## config.mk

```make
export PLATFORM = sky130hd
export DESIGN_NAME = gtc_pair
export DESIGN_NICKNAME = d
export VERILOG_FILES = /design/src/rtl/gtc_pkg.sv /design/src/rtl/gtc_pin_sampler.sv /design/src/rtl/gtc_count_core.sv /design/src/rtl/gtc_pair.sv
export SDC_FILE = /design/constraint.sdc
export NUM_CORES = 1
export LEC_CHECK = 0
export BUFFER_PORTS_ARGS = -buffer_cell sky130_fd_sc_hd__buf_2
export CORE_MARGIN = 2
export CORE_UTILIZATION = 35
export CTS_BUF_LIST = sky130_fd_sc_hd__clkbuf_4 sky130_fd_sc_hd__clkbuf_8
export CTS_CLUSTER_DIAMETER = 60
export CTS_CLUSTER_SIZE = 8
export DETAILED_ROUTE_END_ITERATION = 8
export GPL_ROUTABILITY_DRIVEN = 0
export PLACE_DENSITY = 0.62
export SKIP_LAST_GASP = 1
export SYNTH_ARGS = -nofsm -noshare
export SYNTH_HDL_FRONTEND = slang
export SYNTH_SLANG_ARGS = --single-unit
```

## constraint.sdc

```tcl
create_clock -name clk -period 3.6 [get_ports clk]
set_input_delay 0.54 -clock clk [delete_from_list [all_inputs] [get_ports clk]]
set_output_delay 0.54 -clock clk [all_outputs]
set_load 0.05 [all_outputs]
```

## src/rtl/gtc_pkg.sv

```systemverilog
package gtc_pkg;
  typedef enum logic [1:0] {
    MD_PRESCALE = 2'b00,
    MD_WIDE     = 2'b01,
    MD_RELOAD   = 2'b10,
    MD_SPLIT    = 2'b11
  } gtc_mode_e;

  typedef struct packed {
    logic      gate;
    logic      ext;
    gtc_mode_e mode;
  } gtc_chcfg_t;

  localparam logic [2:0] A_MODE = 3'd0;
  localparam logic [2:0] A_CTRL = 3'd1;
  localparam logic [2:0] A_C0L  = 3'd2;
  localparam logic [2:0] A_C0H  = 3'd3;
  localparam logic [2:0] A_C1L  = 3'd4;
  localparam logic [2:0] A_C1H  = 3'd5;
endpackage

```

## src/rtl/gtc_pin_sampler.sv

```systemverilog
module gtc_pin_sampler (
  input  logic clk,
  input  logic rst_n,
  input  logic tick,
  input  logic pin,
  output logic fall_evt
);
  logic s_new, s_old;

  always_ff @(posedge clk or negedge rst_n) begin
    if (!rst_n) begin
      s_new <= 1'b0;
      s_old <= 1'b0;
    end else if (tick) begin
      s_new <= pin;
      s_old <= s_new;
    end
  end

  assign fall_evt = tick & s_old & ~s_new;


  fall_one_shot_chk: assert property (@(posedge clk) disable iff (!rst_n)
    fall_evt |=> !fall_evt);
endmodule

```

## src/rtl/gtc_count_core.sv

```systemverilog
module gtc_count_core
  import gtc_pkg::*;
#(
  parameter int DW   = 8,
  parameter int PS_W = 5
) (
  input  logic          clk,
  input  logic          rst_n,
  input  gtc_mode_e     mode,
  input  logic          evt,
  input  logic          hi_evt,
  input  logic          wr_lo,
  input  logic          wr_hi,
  input  logic [DW-1:0] wdata,
  output logic [DW-1:0] lo,
  output logic [DW-1:0] hi,
  output logic          ovf_main,
  output logic          ovf_hi
);
  localparam int PW = DW + PS_W;
  localparam int WW = 2 * DW;

  function automatic logic [PW-1:0] pre_join(input logic [DW-1:0] h,
                                             input logic [DW-1:0] l);
    return {h, l[PS_W-1:0]};
  endfunction

  function automatic logic [DW-1:0] byte_step(input logic [DW-1:0] v);
    return v + DW'(1);
  endfunction

  logic [DW-1:0] nlo, nhi;
  logic [PW-1:0] pre_cur;
  logic          wr_any;

  assign wr_any  = wr_lo | wr_hi;
  assign pre_cur = pre_join(hi, lo);

  always_comb begin
    nlo      = lo;
    nhi      = hi;
    ovf_main = 1'b0;
    ovf_hi   = 1'b0;
    case (mode)
      MD_PRESCALE: begin
        if (evt && !wr_any) begin
          {nhi, nlo[PS_W-1:0]} = pre_cur + PW'(1);
          ovf_main = &pre_cur;
        end
      end
      MD_WIDE: begin
        if (evt && !wr_any) begin
          {nhi, nlo} = {hi, lo} + WW'(1);
          ovf_main = &{hi, lo};
        end
      end
      MD_RELOAD: begin
        if (evt && !wr_lo) begin
          if (&lo) begin
            nlo      = hi;
            ovf_main = 1'b1;
          end else begin
            nlo = byte_step(lo);
          end
        end
      end
      default: begin
        if (evt && !wr_lo) begin
          nlo      = byte_step(lo);
          ovf_main = &lo;
        end
        if (hi_evt && !wr_hi) begin
          nhi    = byte_step(hi);
          ovf_hi = &hi;
        end
      end
    endcase
    if (wr_lo) nlo = wdata;
    if (wr_hi) nhi = wdata;
  end

  always_ff @(posedge clk or negedge rst_n) begin
    if (!rst_n) begin
      lo <= '0;
      hi <= '0;
    end else begin
      lo <= nlo;
      hi <= nhi;
    end
  end


  wr_lo_wins_chk: assert property (@(posedge clk) disable iff (!rst_n)
    wr_lo |=> lo == $past(wdata));


  wide_step_chk: assert property (@(posedge clk) disable iff (!rst_n)
    (mode == MD_WIDE && evt && !wr_lo && !wr_hi)
      |=> {hi, lo} == $past({hi, lo}) + WW'(1));


  reload_chk: assert property (@(posedge clk) disable iff (!rst_n)
    (mode == MD_RELOAD && evt && !wr_lo && (&lo)) |=> lo == $past(hi));


  pre_upper_hold_chk: assert property (@(posedge clk) disable iff (!rst_n)
    (mode == MD_PRESCALE && !wr_lo) |=> lo[DW-1:PS_W] == $past(lo[DW-1:PS_W]));
endmodule

```

## src/rtl/gtc_pair.sv

```systemverilog
module gtc_pair
  import gtc_pkg::*;
#(
  parameter int DW   = 8,
  parameter int PS_W = 5
) (
  input  logic          clk,
  input  logic          rst_n,
  input  logic          mc_tick,
  input  logic [1:0]    cnt_pin,
  input  logic [1:0]    gate_pin,
  input  logic          reg_wr,
  input  logic [2:0]    reg_addr,
  input  logic [DW-1:0] reg_wdata,
  output logic [DW-1:0] reg_rdata,
  output logic [1:0]    ovf_flag
);
  localparam int NCH = 2;

  logic [7:0]    mode_q;
  logic [1:0]    run_q, ovf_q, ovf_set;
  gtc_chcfg_t    cfg [NCH];
  logic [NCH-1:0] en, evt, hi_evt, fall, ovm, ovh, wr_lo, wr_hi;
  logic [DW-1:0] c_lo [NCH];
  logic [DW-1:0] c_hi [NCH];
  logic          ctrl_wr, split0;

  assign ctrl_wr = reg_wr && (reg_addr == A_CTRL);
  assign split0  = (cfg[0].mode == MD_SPLIT);

  for (genvar c = 0; c < NCH; c++) begin : g_ch
    logic src;
    assign cfg[c]   = gtc_chcfg_t'(mode_q[4*c +: 4]);
    assign wr_lo[c] = reg_wr && (reg_addr == A_C0L + 3'(2*c));
    assign wr_hi[c] = reg_wr && (reg_addr == A_C0H + 3'(2*c));
    assign en[c]    = run_q[c] & (~cfg[c].gate | gate_pin[c]);

    gtc_pin_sampler u_smp (
      .clk      (clk),
      .rst_n    (rst_n),
      .tick     (mc_tick),
      .pin      (cnt_pin[c]),
      .fall_evt (fall[c])
    );

    assign src = cfg[c].ext ? fall[c] : mc_tick;

    if (c == 0) begin : g_first
      assign evt[c]    = en[c] & src;
      assign hi_evt[c] = mc_tick & run_q[1] & split0;
    end else begin : g_other
      assign evt[c]    = en[c] & src & (cfg[c].mode != MD_SPLIT);
      assign hi_evt[c] = 1'b0;
    end

    gtc_count_core #(.DW(DW), .PS_W(PS_W)) u_core (
      .clk      (clk),
      .rst_n    (rst_n),
      .mode     (cfg[c].mode),
      .evt      (evt[c]),
      .hi_evt   (hi_evt[c]),
      .wr_lo    (wr_lo[c]),
      .wr_hi    (wr_hi[c]),
      .wdata    (reg_wdata),
      .lo       (c_lo[c]),
      .hi       (c_hi[c]),
      .ovf_main (ovm[c]),
      .ovf_hi   (ovh[c])
    );
  end

  assign ovf_set[0] = ovm[0];
  assign ovf_set[1] = split0 ? ovh[0] : (ovm[1] | ovh[1]);

  always_ff @(posedge clk or negedge rst_n) begin
    if (!rst_n) begin
      mode_q <= '0;
      run_q  <= '0;
      ovf_q  <= '0;
    end else begin
      if (reg_wr && reg_addr == A_MODE) mode_q <= reg_wdata[7:0];
      if (ctrl_wr) begin
        run_q <= reg_wdata[1:0];
        ovf_q <= reg_wdata[3:2] | ovf_set;
      end else begin
        ovf_q <= ovf_q | ovf_set;
      end
    end
  end

  always_comb begin
    case (reg_addr)
      A_MODE:  reg_rdata = DW'(mode_q);
      A_CTRL:  reg_rdata = DW'({ovf_q, run_q});
      A_C0L:   reg_rdata = c_lo[0];
      A_C0H:   reg_rdata = c_hi[0];
      A_C1L:   reg_rdata = c_lo[1];
      A_C1H:   reg_rdata = c_hi[1];
      default: reg_rdata = '0;
    endcase
  end

  assign ovf_flag = ovf_q;


  flag_hold_chk: assert property (@(posedge clk) disable iff (!rst_n)
    (ovf_q[0] && !ctrl_wr) |=> ovf_q[0]);


  ch1_halt_chk: assert property (@(posedge clk) disable iff (!rst_n)
    (cfg[1].mode == MD_SPLIT && !wr_lo[1] && !wr_hi[1])
      |=> $stable({c_hi[1], c_lo[1]}));


  gate_block_chk: assert property (@(posedge clk) disable iff (!rst_n)
    (cfg[0].mode == MD_WIDE && cfg[0].gate && !gate_pin[0] && !wr_lo[0] && !wr_hi[0])
      |=> $stable({c_hi[0], c_lo[0]}));


  split_flag_chk: assert property (@(posedge clk) disable iff (!rst_n)
    (split0 && !ovh[0] && !ovf_q[1] && !ctrl_wr) |=> !ovf_q[1]);
endmodule

```

==> Word-level counts from Yosys, hierarchy flattened <==
Cells that the tools add are included.
{ "word_totals": {"regBits": 48, "in_bits": 19, "out_inout_bits": 10, "wordCells": 148} }
{ "op_classes": {"add_sub_neg": 7, "n_eq_ne": 24, "n_mux": 44, "n_bitwise": 21, "reduce_logical": 39} }
{ "ops": {"columns": ["operator", "count"], "rows": [
  ["8-bit two-way mux", 17],
  ["8-bit case mux with 6 select lines", 1],
  ["16-bit by 1-bit adder with 16-bit output (second input constant)", 2],
  ["16-bit AND reduction", 2],
  ["3-bit by 1-bit inequality test with 1-bit output (second input constant)", 10],
  ["5-bit case mux with 3 select lines", 2],
  ["13-bit by 1-bit adder with 13-bit output (second input constant)", 2],
  ["13-bit AND reduction", 2],
  ["8-bit by 1-bit adder with 8-bit output (second input constant)", 3],
  ["8-bit case mux with 3 select lines", 1],
  ["8-bit AND reduction", 3],
  ["4-bit AND reduction", 5],
  ["3-bit case mux with 3 select lines", 2],
  ["8-bit case mux with 2 select lines", 1],
  ["1-bit two-way mux", 15],
  ["4-bit nonzero test", 3],
  ["1-bit bitwise AND", 11],
  ["1-bit logical AND", 11],
  ["5-bit two-way mux", 2],
  ["3-bit nonzero test", 3],
  ["2-bit == test (second input constant)", 3],
  ["3-bit by 2-bit == test with 1-bit output (second input constant)", 2],
  ["3-bit == test (second input constant)", 2],
  ["2-bit by 1-bit inequality test with 1-bit output (second input constant)", 3],
  ["other kinds (13)", 27]
]} }

==> Logic depth before layout (Yosys ltp) <==
Gate-level depths: netlist of run 1.
{ "depth": {"depth_word": 11, "ltp_mapped": 8} }

==> Hierarchy <==
Synthesis of run 1 repeated with hierarchy kept, for this count alone.
{ "hier_totals": {"cells_unflattened": 507, "hier_area_um2": 4349.2} }
{ "by_module_without_submodules": {"columns": ["mod", "instances", "cells_each", "area_each_um2", "seq_area_each_um2"], "rows": [
  ["gtc_count_core", 2, 203, 1615.3, 400.4],
  ["gtc_pair", 1, 91, 953.4, 300.3],
  ["gtc_pin_sampler", 2, 5, 82.6, 50.0]
]} }

==> Least setup slack after synthesis of run 1 <==
Ideal clock, no wire load.
{ "synth_timing": {"path_kind": "input to output", "from": "input reg_addr[2]", "to": "output reg_rdata[5]", "arrival_time_ns": 2.267, "required_ns": 3.060, "setup_slack_ns": 0.793, "stages": 5, "path_cell_list": "buf_2 clkbuf_1 and3_1 a21oi_1 o21ai_0"} }
{ "synth_between": {"elab_chain_cells": 2} }
{ "synth_rtl": {"columns": ["item", "line_no", "text"], "rows": [
  ["from (decl)", "gtc_pair.sv:13", "input logic [2:0] reg_addr,"],
  ["3-bit == test (tied with other cells)", "gtc_pair.sv:92", "case (reg_addr)"],
  ["8-bit case mux with 6 select lines *", "gtc_pair.sv:92", null],
  ["to (decl)", "gtc_pair.sv:15", "output logic [DW-1:0] reg_rdata,"]
]} }
Mark *: on every way between the ends. The rest lies on a longest branch, timed or not.

==> Worst setup path in the final report of run 1 <==
{ "layout_timing": {"from": "input reg_addr[0]", "to": "output reg_rdata[2]"} }
Same word-level chain as after synthesis.

==> impl_metrics.yaml, run 1 <==
finish:
  fill_cells: 1092
  diodes: 0
  final_nets: 510
  drive_gt1_frac: 0.159
  syn_to_final_growth_pct: 8.33
  layout_commonest_cell: "nand2_1"
  layout_common_cells: "52 x nand2_1, 48 x dfrtp_1, 47 x o21ai_0, 31 x nor2_1, 28 x buf_2"
timing:
  fin_worst_skew_ps: 19.0
  drv_slew: 0
  timing.fmax_mhz: 390
  hold_viol: 0
  setup_ws_ps: 1040
  finalSetupTns_ps: 0
  fin_crit_ps: 2560
  setup-violations-final: 0
  rsz0062_at_grt: "no"
  period_share: 0.712
  worst_pin_slew_ps: 836
  max_slew_margin: 0.440
grt:
  grt_max_degree: 33
  gr-total-overflow: 0
  grt_pass1_wl_um: 19800
  grt_pass1_vias: 3702
  antenna_found_initial: 0
  grt_usage: 0.216
worst_setup_path:
  reg2reg_depth: 7
  arrival_ps: 2020
  required_ps: 3060
  crit_buf_inv: 3
  crit_path_frequent_cell: "buf_2"
  critical_path_cell_count: 5
  path_delay_family: "buffers and inverters"
  r2r_slack_ps: 1050
  worstSetupPathType: "primary input to primary output"
  worstReg2RegStart: "mode_q[0]"
  path_cells: "buf_2 -> mux4_2 -> inv_1 -> o22ai_1 -> buf_2"
  crit_start: "reg_addr[0]"
  critPathCapture: "reg_rdata[2]"
  crit_path_start_kind: "primary input"
  critPathMaxFanout: 27
  crit_path_max_incr_delay_ps: 570
  crit_slowest_cell: "mux4_2"
  end_kind: "primary output"
  reg2reg_to: "g_ch[0].u_core.hi[1]"
clock_tree:
  clkSinkCount: 48
  numCtsBuffers: 5
  postCtsSetupBuffers: 0
  cts.reportedPaths.clkPinSlew_ps: 110
  clk_latency_ps: 320
  cts_hold_buf: 0
  cts_root_buf: "clkbuf_8"
  cts_max_level: 2
  cts_resized: 0
  cts_tree: "yes"
  cts_buffer_depth: 2
floorplan:
  num_io_pins: 29
  die_h_um: 110
  start_util: 0.361
  dieWidth_um: 110
  core_um2: 10900
  rows: 38
  die-area_um2: 12100
synthesis:
  syn_avg_cell_area_um2: 8.41
  synth_top_area_cell: "dfrtp_1"
  synth-async-reset-ratio: 1.00
  synth_edf_count: 0
  yosysSeqAreaShare: 0.305
  syn_inst: 468
  yosysUniqueCellTypes: 78
  synth_top_cell_area_share: 0.305
  yosys-top-cells-area: "dfrtp_1 31%, o21ai_0 6.0%, nand2_1 5.0%"
  synth_area_um2: 3930
  yosysWarnings: 0
  synth_flop_cell: "dfrtp_1"
  ys_ff_latch: 48
  synth_fp_nets: 500
pwr:
  power_density_nw_per_um2: 616
  ir_drop_mv: 0.283
  finalPower_mw: 2.62
  leakage_nw: 1.69
place:
  place.port_buffers: 28
  dp_slack_ps: 854
  hpwl_um: 9010
detailed_routing:
  first_pass_iters: 5
  drt-vias-per-instance: 6.07
  via_count: 3759
  wl_um: 12200
  drt_iter0_drc: 266
  drt.antenna.violating_nets: 0
  wire_per_inst_um: 19.7
  remaining_drc_errors: 0
hold_path:
  hold_path.class: "primary input to asynchronous set/reset pin"
flow_run:
  cap_violations: 0
outcome:
  outcome: "completed"
[metal layers]
layer  vias up  wire, um  GRT usage
met5         -         0          0
li1       1765         -          -
met2       172      5590      0.342
met1      1788      5280      0.294
met4         0       383     0.0778
met3        34       952     0.0388
[area by class of cell]
class | instances | area (um^2) | area share
clock buffer | 5 | 68.8 | 0.0161
clock inverter | 3 | 68.8 | 0.0161
inverter | 18 | 67.6 | 0.0159
multi-input combinational | 373 | 2510 | 0.589
sequential | 48 | 1200 | 0.282
tap | 140 | 175 | 0.0411
timing repair buffer | 32 | 170 | 0.0399
[worst min-delay path by stage]
stage / startpoint / endpoint / slack [ps] / cells past startpoint
6_report: rst_n / mode_q[7] / 260 / 1
5_1_grt: rst_n / mode_q[7] / 330 / 1
4_1_cts: rst_n / mode_q[7] / 300 / 1
3_5_place_dp: g_ch[0].u_smp.s_old / g_ch[0].u_smp.s_old / 500 / 1
3_3_place_gp: g_ch[0].u_smp.s_old / g_ch[0].u_smp.s_old / 490 / 1
2_1_floorplan: rst_n / g_ch[0].u_core.hi[0] / 240 / 0
[worst register-to-register path, stage by stage, from the launching register on]
cell and delay (ps):
dfrtp_1 440, inv_1 110, ha_1 370, or2_1 390, or3_2 540, o41a_4 180, a2111oi_2 280, o21ai_1 130
[cells by family (layout without fill, tap and decap cells)]
logic type      after synthesis  count (layout)  synth area share
xor+xnor                     16              16            0.0356
buf+inv                      47              58            0.0566
flops                        48              48             0.305
compound gates              150             150             0.263
simple gates                167             167             0.221
fa+ha+maj                    13              13            0.0413
mux                          27              27            0.0767
[stage by stage]
stage          hold slack (ps)   util  area (um^2)  instances
3_5_place_dp               497  0.379         4120        611
2_1_floorplan              244      -         3930        468
3_3_place_gp               491  0.379         4120        611
6_report                   257  0.391         4260        619
5_1_grt                    325  0.391         4260        619
4_1_cts                    295  0.391         4260        619
[Yosys cell counts (2+ instances only)]
cell       count
xor2_1        13
nor3_1        13
clkbuf_8       2
o2bb2ai_1      2
a211oi_1       9
nor2b_1        3
nand2b_1       9
nand3b_1       2
and2_1         5
a221oi_1       6
and3_1         6
clkbuf_1      11
a21oi_1       24
buf_2         11
a31oi_1        7
a2111oi_2      2
o31ai_1        9
a21o_1         3
o2111ai_1      7
nor4_1         3
inv_1         18
nand4_1        7
o221ai_1       5
ha_1          13
xnor2_1        3
nand2_1       52
mux2_2        15
o22ai_1        4
buf_1          2
o21ai_0       47
or3_1          2
a22oi_1        3
nor4b_2        2
mux2i_1       11
nor2_1        31
dfrtp_1       48
nand3_1       15
and4_1         3
[registers in the layout, summed over array words and instances (netlist names)]
register          count
g_ch.u_core.lo       16
run_q                 2
g_ch.u_smp.s_new      2
ovf_flag              2
g_ch.u_smp.s_old      2
g_ch.u_core.hi       16
mode_q                8
[where the power goes]
group | switching, mW | internal, mW | leakage (nW)
logic | 0.626 | 0.414 | 1.04
registers | 0.370 | 0.714 | 0.581
clock network | 0.219 | 0.280 | 0.0687
total | 1.21 | 1.41 | 1.69
No activity file was read; power rests on OpenSTA's default activity.
==> run 2: changes to the inputs <==
==> constraint.sdc (replaced) <==
create_clock -name clk -period 2.38 [get_ports clk]
set_input_delay 0.357 -clock clk [delete_from_list [all_inputs] [get_ports clk]]
set_output_delay 0.357 -clock clk [all_outputs]
set_load 0.05 [all_outputs]
==> impl_metrics.yaml, run 2 (synthesis gave the netlist of run 1 again) <==
outcome:
  outcome: "completed"
place:
  place.port_buffers: 28
  hpwl_um: 9300
  dp_cells: 629
timing:
  rsz0062_at_grt: "no"
  period_share: 0.915
  drv_slew: 0
  max_slew_margin: 0.566
  setup-violations-final: 0
  hold_ws_ps: 136
  fin_crit_ps: 2180
  finalSetupTns_ps: 0
  worst_pin_slew_ps: 648
  hold_viol: 0
  fin_worst_skew_ps: 17.2
  timing.fmax_mhz: 459
detailed_routing:
  remaining_drc_errors: 0
  drt_iter0_drc: 262
  drt-vias-per-instance: 6.06
  via_count: 3853
  wl_um: 12500
  first_pass_iters: 7
  wire_per_inst_um: 19.7
  drt.antenna.violating_nets: 0
worst_setup_path:
  worstReg2RegStart: "mode_q[0]"
  crit_path_start_kind: "register"
  worstSetupPathType: "register to register"
  reg2reg_to: "g_ch[0].u_core.hi[4]"
  reg2reg_depth: 7
  r2r_slack_ps: 200
  required_ps: 2590
  critPathMaxFanout: 7
  end_kind: "register"
  arrival_ps: 2390
grt:
  gr-total-overflow: 0
  grt_usage: 0.219
  grt_pass1_wl_um: 20500
  grt_max_degree: 49
  grt_pass1_vias: 3826
  antenna_found_initial: 0
clock_tree:
  cts_resized: 0
  cts_max_level: 2
  cts_buffer_depth: 2
  clk_latency_ps: 310
  cts_root_buf: "clkbuf_8"
  numCtsBuffers: 5
  cts_tree: "yes"
  cts_hold_buf: 0
  clkSinkCount: 48
  postCtsSetupBuffers: 0
  cts.reportedPaths.clkPinSlew_ps: 110
pwr:
  power_density_nw_per_um2: 907
  leakage_nw: 1.78
  ir_drop_mv: 0.388
finish:
  diodes: 0
  drive_gt1_frac: 0.194
  fill_cells: 1108
  syn_to_final_growth_pct: 12.2
  largestRegisters: "g_ch.u_core.hi (16), g_ch.u_core.lo (16), mode_q (8)"
  final_nets: 528
  final-instance-count-excl-fill: 636
  layout_common_cells: "52 x nand2_1, 48 x dfrtp_1, 46 x o21ai_0, 31 x nor2_1, 28 x buf_2"
  layout_commonest_cell: "nand2_1"
floorplan:
  start_util: 0.361
  core_um2: 10900
  die_h_um: 110
  num_io_pins: 29
  rows: 38
  die-area_um2: 12100
  dieWidth_um: 110
hold_path:
  hold_path.class: "primary input to asynchronous set/reset pin"
flow_run:
  cap_violations: 0
-- run 2: cell count changes in the layout (fill, tap and decap cells not counted) --
cell,delta
buf_4,+18
o221ai_1,-3
o221ai_2,+3
inv_6,-1
nor4b_2,-1
nor4b_4,+1
o21ai_0,-1
o21ai_1,+1
-- run 2: worst max-delay path, stage by stage (launching register included) --
cell and delay (ps):
dfrtp_1 450, inv_1 100, ha_1 210, or2_1 240, or3_2 510, o41a_4 180
nor4b_2 330, a211oi_2 50
-- run 2: worst max-delay path by stage --
| stage | start | endpoint | slack, ps |
|---|---|---|---|
| after detailed placement | g_ch[0].u_core.lo[0] | g_ch[0].u_core.lo[0] | 180 |
| after floorplan | reg_addr[0] | reg_rdata[2] | 10 |
| after global placement | mc_tick | g_ch[0].u_core.hi[4] | 310 |
| after global routing | g_ch[0].u_core.lo[0] | g_ch[0].u_core.lo[4] | 20 |
| after CTS | g_ch[0].u_core.lo[1] | g_ch[0].u_core.lo[0] | 150 |
| final | mode_q[0] | g_ch[0].u_core.hi[4] | 200 |
-- run 2: final cells by class --
type | count | area, um^2 | share of cell area
timing repair buffer | 50 | 305 | 0.0691
tap | 140 | 175 | 0.0397
clock inverter | 2 | 60.1 | 0.0136
multi-input combinational | 373 | 2540 | 0.575
inverter | 18 | 67.6 | 0.0153
clock buffer | 5 | 68.8 | 0.0156
sequential | 48 | 1200 | 0.272
-- run 2: per-stage QoR --
step / total power, mW / util / setup slack [ps] / instance area [um^2]
4_1_cts: 3.96 / 0.405 / 153 / 4410
3_5_place_dp: 3.25 / 0.393 / 183 / 4280
6_report: 4.01 / 0.406 / 201 / 4420
2_1_floorplan: 2.72 / - / 14.6 / 3950
5_1_grt: 4.28 / 0.406 / 20.4 / 4420
3_3_place_gp: 3.21 / 0.393 / 305 / 4280
-- run 2: power breakdown --
part           total [mW]  internal, mW  leakage, nW  switching [mW]
Clock               0.715         0.414       0.0642           0.301
Sequential           1.62          1.08        0.581           0.542
Combinational        1.67         0.672         1.14           0.997
-- run 2: metal layers --
layer / track usage / vias to the layer above / share of wire
met5: 0 / - / 0
met4: 0.0425 / 0 / 0.010
met3: 0.0259 / 10 / 0.053
met2: 0.376 / 149 / 0.49
met1: 0.298 / 1894 / 0.45
li1: - / 1800 / -
